**config.mk**
```make
export PLATFORM = sky130hd
export DESIGN_NAME = nbus_bridge
export DESIGN_NICKNAME = d
export VERILOG_FILES = /design/src/rtl/nbb_pkg.sv /design/src/rtl/nbb_fifo.sv /design/src/rtl/nbb_front.sv /design/src/rtl/nbb_seq.sv /design/src/rtl/nbus_bridge.sv
export SDC_FILE = /design/constraint.sdc
export NUM_CORES = 1
export LEC_CHECK = 0
export ABC_AREA = 1
export BUFFER_PORTS_ARGS = -buffer_cell sky130_fd_sc_hd__buf_2
export CAP_MARGIN = 15
export CORE_ASPECT_RATIO = 1.75
export CORE_MARGIN = 3
export CORE_UTILIZATION = 30
export DETAILED_ROUTE_END_ITERATION = 16
export PLACE_DENSITY = 0.57
export RECOVER_POWER = 50
export SKIP_LAST_GASP = 1
export SYNTH_ARGS = -nofsm -noshare
export SYNTH_HDL_FRONTEND = slang
export SYNTH_HIERARCHICAL = 1
export SYNTH_SLANG_ARGS = --single-unit
```
**constraint.sdc**
```tcl
create_clock -name clk_i -period 2.7 [get_ports clk_i]
set_input_delay 0.54 -clock clk_i [delete_from_list [all_inputs] [get_ports clk_i]]
set_output_delay 0.54 -clock clk_i [all_outputs]
set_load 0.005 [all_outputs]
```
**src/rtl/nbb_pkg.sv**
```systemverilog
package nbb_pkg;
  localparam int unsigned CPU_DW  = 32;
  localparam int unsigned SL_WW   = 8;
  localparam int unsigned SL_RW   = 4;
  localparam int unsigned MAX_TXN = (CPU_DW / SL_WW) * (SL_WW / SL_RW);

  typedef enum logic [1:0] {
    CO_WR  = 2'd0,
    CO_SET = 2'd1,
    CO_CLR = 2'd2,
    CO_MSK = 2'd3
  } cpu_op_e;

  typedef enum logic [2:0] {
    SO_RDL = 3'd0,
    SO_RDH = 3'd1,
    SO_WR  = 3'd2,
    SO_SET = 3'd3,
    SO_CLR = 3'd4,
    SO_MLO = 3'd5,
    SO_MHI = 3'd6
  } sl_op_e;

  typedef enum logic [1:0] {
    PH_ADDR = 2'd0,
    PH_DATA = 2'd1,
    PH_STB  = 2'd2
  } phase_e;
endpackage

```
**src/rtl/nbb_fifo.sv**
```systemverilog
module nbb_fifo #(
  parameter int unsigned WIDTH = 8,
  parameter int unsigned DEPTH = 4
) (
  input  logic             clk_i,
  input  logic             rst_ni,
  input  logic             push_i,
  input  logic [WIDTH-1:0] din_i,
  input  logic             pop_i,
  output logic [WIDTH-1:0] dout_o,
  output logic             full_o,
  output logic             empty_o
);
  localparam int unsigned PW = (DEPTH > 1) ? $clog2(DEPTH) : 1;
  localparam int unsigned CW = $clog2(DEPTH + 1);

  logic [WIDTH-1:0] mem_q [DEPTH];
  logic [PW-1:0]    wp_q, rp_q;
  logic [CW-1:0]    cnt_q;

  function automatic logic [PW-1:0] nxt(input logic [PW-1:0] p);
    return (p == PW'(DEPTH - 1)) ? '0 : p + PW'(1);
  endfunction

  assign full_o  = (cnt_q == CW'(DEPTH));
  assign empty_o = (cnt_q == '0);
  assign dout_o  = mem_q[rp_q];

  always_ff @(posedge clk_i) begin
    if (push_i) mem_q[wp_q] <= din_i;
  end

  always_ff @(posedge clk_i or negedge rst_ni) begin
    if (!rst_ni) begin
      wp_q  <= '0;
      rp_q  <= '0;
      cnt_q <= '0;
    end else begin
      if (push_i) wp_q <= nxt(wp_q);
      if (pop_i)  rp_q <= nxt(rp_q);
      case ({push_i, pop_i})
        2'b10:   cnt_q <= cnt_q + CW'(1);
        2'b01:   cnt_q <= cnt_q - CW'(1);
        default: cnt_q <= cnt_q;
      endcase
    end
  end

  assert_no_overflow_R7: assert property (@(posedge clk_i) disable iff (!rst_ni)
    push_i |-> !full_o);
  assert_no_underflow_R9: assert property (@(posedge clk_i) disable iff (!rst_ni)
    pop_i |-> !empty_o);
endmodule

```
**src/rtl/nbb_front.sv**
```systemverilog
module nbb_front (
  input  logic clk_i,
  input  logic rst_ni,
  input  logic req_i,
  input  logic we_i,
  input  logic posted_i,
  input  logic full_i,
  input  logic empty_i,
  input  logic busy_i,
  output logic push_o,
  output logic ready_o
);
  logic pushed_q;
  logic is_posted;

  assign is_posted = we_i & posted_i;
  // a blocking access enters the queue once, then waits for the queue to drain
  assign push_o  = req_i & ~full_i & ~pushed_q;
  assign ready_o = req_i & (is_posted ? ~full_i : (pushed_q & empty_i & ~busy_i));

  always_ff @(posedge clk_i or negedge rst_ni) begin
    if (!rst_ni)                    pushed_q <= 1'b0;
    else if (ready_o)               pushed_q <= 1'b0;
    else if (push_o && !is_posted)  pushed_q <= 1'b1;
  end

  assert_wait_queued_R8: assert property (@(posedge clk_i) disable iff (!rst_ni)
    (ready_o && !is_posted) |-> $past(push_o || pushed_q));
endmodule

```
**src/rtl/nbb_seq.sv**
```systemverilog
module nbb_seq
  import nbb_pkg::*;
#(
  parameter int unsigned AW = 8
) (
  input  logic          clk_i,
  input  logic          rst_ni,
  input  logic          empty_i,
  input  logic          cmd_rd_i,
  input  logic [1:0]    cmd_op_i,
  input  logic [1:0]    cmd_size_i,
  input  logic [AW-1:0] cmd_addr_i,
  input  logic [31:0]   cmd_wdata_i,
  output logic          pop_o,
  output logic          busy_o,
  output logic [31:0]   rdata_o,
  output logic          sl_sel_o,
  output logic [1:0]    sl_phase_o,
  output logic [AW-1:0] sl_addr_o,
  output logic [2:0]    sl_op_o,
  output logic [7:0]    sl_wdata_o,
  input  logic [3:0]    sl_rdata_i
);
  localparam int unsigned KW = $clog2(MAX_TXN);

  logic              busy_q, rd_q;
  logic [1:0]        op_q, size_q;
  logic [AW-1:0]     addr_q;
  logic [CPU_DW-1:0] wdata_q, rdata_q;
  logic [KW-1:0]     k_q, last_q;
  phase_e            phase_q;

  logic [KW:0]       nib_c;
  logic [KW-1:0]     off_c;
  sl_op_e            op_c;
  logic [7:0]        byte_c;

  function automatic logic [KW-1:0] last_of(input logic rd, input logic [1:0] op,
                                            input logic [1:0] sz);
    logic [KW-1:0] nb1;
    case (sz)
      2'd0:    nb1 = KW'(0);
      2'd1:    nb1 = KW'(1);
      default: nb1 = KW'(3);
    endcase
    if (rd) return KW'({nb1, 1'b1});
    if (op == CO_MSK) begin
      case (sz)
        2'd1:    return KW'(1);
        2'd2:    return KW'(3);
        default: return KW'(0);
      endcase
    end
    return nb1;
  endfunction

  always_comb begin
    nib_c  = {1'b0, k_q} + {{KW{1'b0}}, (size_q == 2'd3)};
    off_c  = '0;
    op_c   = SO_RDL;
    byte_c = '0;
    if (rd_q) begin
      off_c = k_q >> 1;
      op_c  = k_q[0] ? SO_RDH : SO_RDL;
    end else if (op_q == CO_MSK) begin
      off_c  = KW'(nib_c >> 1);
      op_c   = nib_c[0] ? SO_MHI : SO_MLO;
      byte_c = {4'(wdata_q >> (16 + 4 * k_q)), 4'(wdata_q >> (4 * k_q))};
    end else begin
      off_c  = k_q;
      byte_c = 8'(wdata_q >> (8 * k_q));
      case (op_q)
        CO_SET:  op_c = SO_SET;
        CO_CLR:  op_c = SO_CLR;
        default: op_c = SO_WR;
      endcase
    end
  end

  assign pop_o      = ~busy_q & ~empty_i;
  assign busy_o     = busy_q;
  assign rdata_o    = rdata_q;
  assign sl_sel_o   = busy_q;
  assign sl_phase_o = busy_q ? phase_q : PH_ADDR;
  assign sl_addr_o  = busy_q ? addr_q + AW'(off_c) : '0;
  assign sl_op_o    = busy_q ? op_c : SO_RDL;
  assign sl_wdata_o = (busy_q && phase_q == PH_DATA) ? byte_c : '0;

  always_ff @(posedge clk_i or negedge rst_ni) begin
    if (!rst_ni) begin
      busy_q  <= 1'b0;
      rd_q    <= 1'b0;
      op_q    <= '0;
      size_q  <= '0;
      addr_q  <= '0;
      wdata_q <= '0;
      rdata_q <= '0;
      k_q     <= '0;
      last_q  <= '0;
      phase_q <= PH_ADDR;
    end else if (!busy_q) begin
      if (!empty_i) begin
        busy_q  <= 1'b1;
        rd_q    <= cmd_rd_i;
        op_q    <= cmd_op_i;
        size_q  <= cmd_size_i;
        addr_q  <= cmd_addr_i;
        wdata_q <= cmd_wdata_i;
        k_q     <= '0;
        last_q  <= last_of(cmd_rd_i, cmd_op_i, cmd_size_i);
        phase_q <= PH_ADDR;
        if (cmd_rd_i) rdata_q <= '0;
      end
    end else begin
      case (phase_q)
        PH_ADDR: phase_q <= PH_DATA;
        PH_DATA: phase_q <= PH_STB;
        default: begin
          phase_q <= PH_ADDR;
          if (rd_q) rdata_q <= rdata_q | (CPU_DW'(sl_rdata_i) << (4 * k_q));
          if (k_q == last_q) busy_q <= 1'b0;
          else               k_q    <= k_q + KW'(1);
        end
      endcase
    end
  end

  assert_addr_to_data_R2: assert property (@(posedge clk_i) disable iff (!rst_ni)
    (sl_sel_o && sl_phase_o == PH_ADDR) |=> (sl_sel_o && sl_phase_o == PH_DATA));
  assert_data_to_stb_R2: assert property (@(posedge clk_i) disable iff (!rst_ni)
    (sl_sel_o && sl_phase_o == PH_DATA) |=> (sl_sel_o && sl_phase_o == PH_STB));
  assert_addr_held_R2: assert property (@(posedge clk_i) disable iff (!rst_ni)
    (sl_sel_o && sl_phase_o != PH_ADDR) |-> ($stable(sl_addr_o) && $stable(sl_op_o)));
endmodule

```
**src/rtl/nbus_bridge.sv**
```systemverilog
module nbus_bridge
  import nbb_pkg::*;
#(
  parameter int unsigned AW     = 8,
  parameter int unsigned QDEPTH = 4
) (
  input  logic          clk_i,
  input  logic          rst_ni,
  input  logic          cpu_req_i,
  input  logic          cpu_we_i,
  input  logic          cpu_posted_i,
  input  logic [1:0]    cpu_op_i,
  input  logic [1:0]    cpu_size_i,
  input  logic [AW-1:0] cpu_addr_i,
  input  logic [31:0]   cpu_wdata_i,
  output logic          cpu_ready_o,
  output logic [31:0]   cpu_rdata_o,
  output logic          sl_sel_o,
  output logic [1:0]    sl_phase_o,
  output logic [AW-1:0] sl_addr_o,
  output logic [2:0]    sl_op_o,
  output logic [7:0]    sl_wdata_o,
  input  logic [3:0]    sl_rdata_i
);
  localparam int unsigned EW = 1 + 2 + 2 + AW + CPU_DW;

  logic          push, pop, full, empty, busy;
  logic [EW-1:0] q_in, q_out;
  logic          h_rd;
  logic [1:0]    h_op, h_size;
  logic [AW-1:0] h_addr;
  logic [31:0]   h_wdata;

  assign q_in = {~cpu_we_i, cpu_op_i, cpu_size_i, cpu_addr_i, cpu_wdata_i};
  assign {h_rd, h_op, h_size, h_addr, h_wdata} = q_out;

  nbb_front u_front (
    .clk_i    (clk_i),
    .rst_ni   (rst_ni),
    .req_i    (cpu_req_i),
    .we_i     (cpu_we_i),
    .posted_i (cpu_posted_i),
    .full_i   (full),
    .empty_i  (empty),
    .busy_i   (busy),
    .push_o   (push),
    .ready_o  (cpu_ready_o)
  );

  nbb_fifo #(.WIDTH(EW), .DEPTH(QDEPTH)) u_fifo (
    .clk_i   (clk_i),
    .rst_ni  (rst_ni),
    .push_i  (push),
    .din_i   (q_in),
    .pop_i   (pop),
    .dout_o  (q_out),
    .full_o  (full),
    .empty_o (empty)
  );

  nbb_seq #(.AW(AW)) u_seq (
    .clk_i       (clk_i),
    .rst_ni      (rst_ni),
    .empty_i     (empty),
    .cmd_rd_i    (h_rd),
    .cmd_op_i    (h_op),
    .cmd_size_i  (h_size),
    .cmd_addr_i  (h_addr),
    .cmd_wdata_i (h_wdata),
    .pop_o       (pop),
    .busy_o      (busy),
    .rdata_o     (cpu_rdata_o),
    .sl_sel_o    (sl_sel_o),
    .sl_phase_o  (sl_phase_o),
    .sl_addr_o   (sl_addr_o),
    .sl_op_o     (sl_op_o),
    .sl_wdata_o  (sl_wdata_o),
    .sl_rdata_i  (sl_rdata_i)
  );

  assert_blocking_done_idle_R10: assert property (@(posedge clk_i) disable iff (!rst_ni)
    (cpu_ready_o && !(cpu_we_i && cpu_posted_i)) |-> !sl_sel_o);
endmodule

```
* Word level (Yosys, flattened, before mapping) *
Memories as Yosys holds them, arrays and structs flattened.
Cells that the tools add are included.

cells by class
  add/sub/neg operators = 8
  eq/ne operators = 18
  shifts and indexed selects = 4
  multiplexer cells = 50
  bitwise logic cells = 13
  reduce and logical (&&, ||, !) cells = 13

operators with widths
  operator                                              number
  two-way mux 32 bit                                    5
  two-way mux 3 bit                                     13
  two-way mux 8 bit                                     4
  bitwise OR 32 bit                                     1
  << shifter 4 x 5 -> 32 bit                            1
  >> shifter 32 x 32 -> 4 bit                           1
  >> shifter 32 x 5 -> 4 bit                            1
  >> shifter 32 x 6 -> 8 bit                            1
  two-way mux 1 bit                                     17
  equality test 2 bit (second input constant)           8
  two-way mux 2 bit                                     6
  one-hot mux 2 bit (2 select lines)                    3
  one-hot mux 3 bit (2 select lines)                    2
  adder 8 x 3 -> 8 bit                                  1
  equality test 2 x 1 -> 1 bit (second input constant)  4
  bitwise AND 1 bit                                     7
  adder 3 x 1 -> 3 bit (second input constant)          2
  adder 5 x 5 -> 6 bit (first input constant)           1
  inequality test 2 bit (second input constant)         3
  nonzero test 2 bit                                    3
  inverter 1 bit                                        5
  adder 2 x 1 -> 2 bit (second input constant)          2
  adder 3 x 1 -> 4 bit                                  1
  zero test 2 bit                                       2
  11 further kinds                                      12

storage, ports and cells
  register bits after elaboration = 94
  bits in writable memories = 180
  output and inout bits = 55
  memories = 1

memories
  name          words  width  read ports  clocked after Yosys merged registers in  wr ports  line            RTL
  u_fifo.mem_q  4      45     1           0                                        1         nbb_fifo.sv:17  logic [WIDTH-1:0] mem_q [DEPTH];

* Depth between registers and ports, before layout *
An unclocked memory read counts as a cell.

  depth after elaboration = 9
  depth in mapped cells = 16

* By module *
The synthesis kept the hierarchy.

by module, submodules not included
  module       instances  cells an instance  area each (µm²)  sequential area each (µm²)
  nbb_fifo     1          577                7568.5           5580.4
  nbb_seq      1          646                4832.1           2152.1
  nbb_front    1          17                 95.1             25.0
  nbus_bridge  1          1                  3.8              0.0

* Worst setup path before layout *
Ideal clock, no wire load.

  path type = register to output
  from = register u_seq.size_q[0]
  to = output sl_addr_o[6]
  arrival time = 2087 ps
  setup slack = 73 ps
  stages on the path, launching flop included = 17
  buffers on the path = 0
  cells stage by stage = dfrtp_1 -> nand2_1 -> inv_1 -> ha_1 -> ha_1 -> o21ai_0 -> o21ai_0 -> ha_1 -> inv_1 -> fa_1 -> inv_1 -> nand2_1 -> nand2_1 -> nand2_1 -> nor2_1 -> o21ai_0 -> nor2_1

between the ends
  word-level cells in the longest chain between the ends = 6

ends and longest elaborated chain
  what                      line               RTL
  start: declaration        nbb_seq.sv:27      logic [1:0] op_q, size_q;
  start signal: assignment  nbb_seq.sv:106     size_q <= cmd_size_i;
  equality test 2 bit       nbb_seq.sv:58      nib_c = {1'b0, k_q} + {{KW{1'b0}}, (size_q == 2'd3)};
  adder 3 x 1 -> 4 bit      nbb_seq.sv:58
  two-way mux 3 bit         nbb_seq.sv:65      end else if (op_q == CO_MSK) begin
  two-way mux 3 bit         nbb_seq.sv:62      if (rd_q) begin
  adder 8 x 3 -> 8 bit      nbb_seq.sv:85      assign sl_addr_o = busy_q ? addr_q + AW'(off_c) : '0;
  two-way mux 8 bit         nbb_seq.sv:85
  end: declaration          nbus_bridge.sv:20  output logic [AW-1:0] sl_addr_o,

No other way between the ends.

* Final worst setup path *
Same ends and word-level chain as after synthesis.

==> results.json <==
{
  "status": "complete, but fails checks",
  "violations": "setup timing",
  "cp-start-kind": "flop",
  "crit_cells": 17,
  "num_rows": 98,
  "gr-total-overflow": 0,
  "io_pins": 108,
  "grt_pass1_vias": 8738,
  "worstMarginPinSlew_ps": 1060,
  "ctsHtreeMaxLevel": 1,
  "drt_first_pass_iters": 6,
  "crit_buf_inv": 4,
  "fin_ws_ps": -672,
  "critPathMaxFanout": 3,
  "ys_ff_latch": 274,
  "vdd_ir_drop_max_uv": 427,
  "cts_root_buf": "clkbuf_16",
  "synth_cell_types": 35,
  "num_vias": 8873,
  "avgSynthCellArea_um2": 10.1,
  "synth_seq_area_share": 0.621,
  "nets": 1426,
  "endpoint_kind": "output port",
  "grt_usage": 0.133,
  "crit_start": "u_seq/size_q[0]",
  "cp_data_arrival_time_ps": 2830,
  "dieArea_um2": 44200,
  "drc": 0,
  "postLayoutCoreUtil": 0.360,
  "grt_antenna_before_repair": 1,
  "core_area_um2": 41000,
  "finalClockSkew_ps": 16.5,
  "diodes": 0,
  "rr_startpoint": "u_fifo/rp_q[0]",
  "cp_slowest_cell": "dfrtp_1",
  "r2r_cells": 9,
  "period_needed_ps": 3370,
  "drt-total-wl_um": 30400,
  "slew_viol_final": 0,
  "ff2ff_setup_slack_ps": 80,
  "crit_path_end": "sl_addr_o[6]",
  "dp_slack_ps": -281,
  "drtAntennaViolNets": 0,
  "max_freq_mhz": 297,
  "cts_tree": "done",
  "r2r_end": "u_seq/last_q[0]",
  "syn_inst": 1241,
  "crit_required_ps": 2160,
  "dpl.hpwl_um": 20300,
  "clk_latency_ps": 540,
  "path_cells": "nand2_1, inv_2, ha_4, ha_4, o21ai_2, o21ai_1, ha_2, inv_2, fa_2, inv_2, nand2_1, nand2_1, nand2_2, nor2_1, o21ai_1, nor2_1, buf_2",
  "hold_viol": 0,
  "cts_buffer_depth": 3,
  "power.leakage_nw": 6.29,
  "die_w_um": 160,
  "synth_flop_cell": "edfxtp_1",
  "slowest_delay_ps": 380,
  "async_flop_share": 0.343,
  "path_clk_slew_ps": 60,
  "rsz0062_at_grt": "true",
  "finalCritPeriodShare": 1.25,
  "slew_headroom": 0.291,
  "area_growth_pct": 18.1,
  "min_path_type": "primary input to flop",
  "netlist_area_um2": 12500,
  "grt_pass1_wl_um": 47800,
  "dp.cells": 1868,
  "portBuffers": 107,
  "synth_nets": 1312,
  "cp_top_family": "adder cells",
  "vias_per_cell": 4.61,
  "fin_cells": 1925,
  "gp_congestion": 0.835,
  "ys_warn_count": 6,
  "avgRoutedWirePerCell_um": 15.8,
  "clock-sinks": 274,
  "die_h_um": 276,
  "initial_core_util": 0.305,
  "drive_gt1_frac": 0.148,
  "setup_violations": 8,
  "synth_edf_count": 180,
  "cts_buffers": 26,
  "max_cap_violations": 0,
  "power.density_nw_per_um2": 1100,
  "drt_iter0_drc": 710,
  "critical_path_class": "flop to output port",
  "grt_max_degree": 98
}
[cell type report]
class	instances	area, µm²
fillers	4182	26200
flip-flops and latches	274	7760
multi-input cells	760	3910
repair buffers	152	952
clock buffers	32	694
well taps	550	688
inverters	141	534
clock inverters	16	220
[repair_timing]
item / in CTS / in global routing
cloned: 0 / 2
hold buffers: 1 / 0
setup buffers: 2 / 4
resized for setup: 18 / 32
setup endpoints to repair: 16 / 16
hold endpoints to repair: 13 / 0
pin swaps: 5 / 10
[state kept, by name (all words and copies together) (netlist names), 2 cells and up]
register       count
u_fifo/cnt_q       3
u_seq/rdata_o     32
u_seq/addr_q       8
u_fifo/rp_q        2
u_fifo/mem_q     180
u_seq/phase_q      2
u_seq/op_q         2
u_fifo/wp_q        2
u_seq/size_q       2
u_seq/k_q          3
u_seq/last_q       3
u_seq/wdata_q     32
[report_power, final]
part / internal, W / switching, W
logic: 0.00233 / 0.00404
clock network: 0.00232 / 0.00158
registers: 0.00535 / 0.000576
[per-layer routing]
metal / track usage / wire length [µm] / vias up
met3: 0.0237 / 1520 / 59
met4: 0.0463 / 876 / 2
met2: 0.247 / 16100 / 202
li1: - / - / 4397
met5: 0 / 20 / -
met1: 0.152 / 11900 / 4213
[metrics by stage]
| step | hold slack (ps) | power [W] | instance area, µm² | TNS [ps] |
|---|---|---|---|---|
| floorplan | 244 | 0.0101 | 12500 | 0 |
| global placement | 462 | 0.0119 | 13700 | -910 |
| detailed placement | 463 | 0.0120 | 13700 | -1110 |
| CTS | 181 | 0.0161 | 14700 | -4550 |
| global route | 246 | 0.0174 | 14800 | -5030 |
| finish | 257 | 0.0162 | 14800 | -3570 |
[cells in the mapped netlist (2+ instances only)]
library cell	instances	area, µm²
a21oi_1	17	85.1
nand2_1	392	1470
o21ai_0	48	240
buf_1	3	11.3
a31oi_1	2	12.5
o21ai_1	7	35.0
inv_2	3	11.3
clkbuf_1	19	71.3
xnor2_1	3	26.3
edfxtp_1	180	5410
ha_1	16	200
buf_2	21	105
nor2_1	51	191
nor3_1	5	25.0
nand2_2	2	12.5
buf_4	8	60.1
buf_6	14	158
o21ai_2	28	245
o211ai_1	89	668
inv_1	135	507
inv_4	3	18.8
o22ai_1	2	12.5
nand4_1	2	12.5
fa_1	2	40.0
dfrtp_1	94	2350
nand3_1	86	430
[worst register-to-register path, delay by kind of cell, from the launching register on]
kind | cells | cell delay, ps
simple gates | 3 | 320
buf+inv | 3 | 1320
compound gates | 2 | 210
flops | 1 | 400
fa+ha+maj | 1 | 250
[worst min path at each step]
stage                      startpoint             endpoint  depth (start not counted)
floorplan                      rst_ni      u_fifo/cnt_q[0]                          0
global placement     u_seq/wdata_q[3]     u_seq/wdata_q[3]                          2
detailed placement  u_seq/wdata_q[14]    u_seq/wdata_q[14]                          2
CTS                    cpu_wdata_i[6]   u_fifo/mem_q[2][6]                          1
global route          cpu_wdata_i[15]  u_fifo/mem_q[0][15]                          1
finish                cpu_wdata_i[12]  u_fifo/mem_q[3][12]                          1
[cells in the final DEF (no fill, tap or decap), types with 2 or more instances in the layout]
cell type | netlist | final
o21ai_0 | 48 | 43
dfrtp_1 | 94 | 92
clkbuf_16 | 0 | 29
bufinv_16 | 0 | 5
nand3_1 | 86 | 83
nor2_1 | 51 | 49
buf_12 | 0 | 9
ha_1 | 16 | 11
nand3_4 | 0 | 2
clkbuf_1 | 19 | 63
ha_4 | 0 | 4
o211ai_1 | 89 | 89
clkinv_2 | 0 | 6
a31oi_1 | 2 | 2
edfxtp_1 | 180 | 180
nand4_1 | 2 | 2
buf_2 | 21 | 52
o21ai_1 | 7 | 10
inv_2 | 3 | 10
inv_4 | 3 | 2
nor2_2 | 1 | 2
o21ai_2 | 28 | 29
o22ai_1 | 2 | 2
clkinv_1 | 0 | 4
buf_4 | 8 | 26
dfrtp_2 | 0 | 2
xnor2_1 | 3 | 3
inv_1 | 135 | 125
clkinvlp_4 | 0 | 2
a21oi_1 | 17 | 16
nand2_2 | 2 | 6
buf_6 | 14 | 3
nand2_1 | 392 | 388
nor2_4 | 1 | 2
nor3_1 | 5 | 4
[cells by family (layout without fill, tap and decap cells)]
kind of cell	count (synthesis)	count (layout)	share of synthesized area
adder cells (fa/ha/maj)	18	18	0.0192
flip-flops	274	274	0.621
AND/OR/NAND/NOR	541	541	0.174
buffers and inverters	207	341	0.0766
XOR/XNOR	4	4	0.00280
AO/OA/AOI/OAI	197	197	0.107
Power figures use the tool's default switching activity.
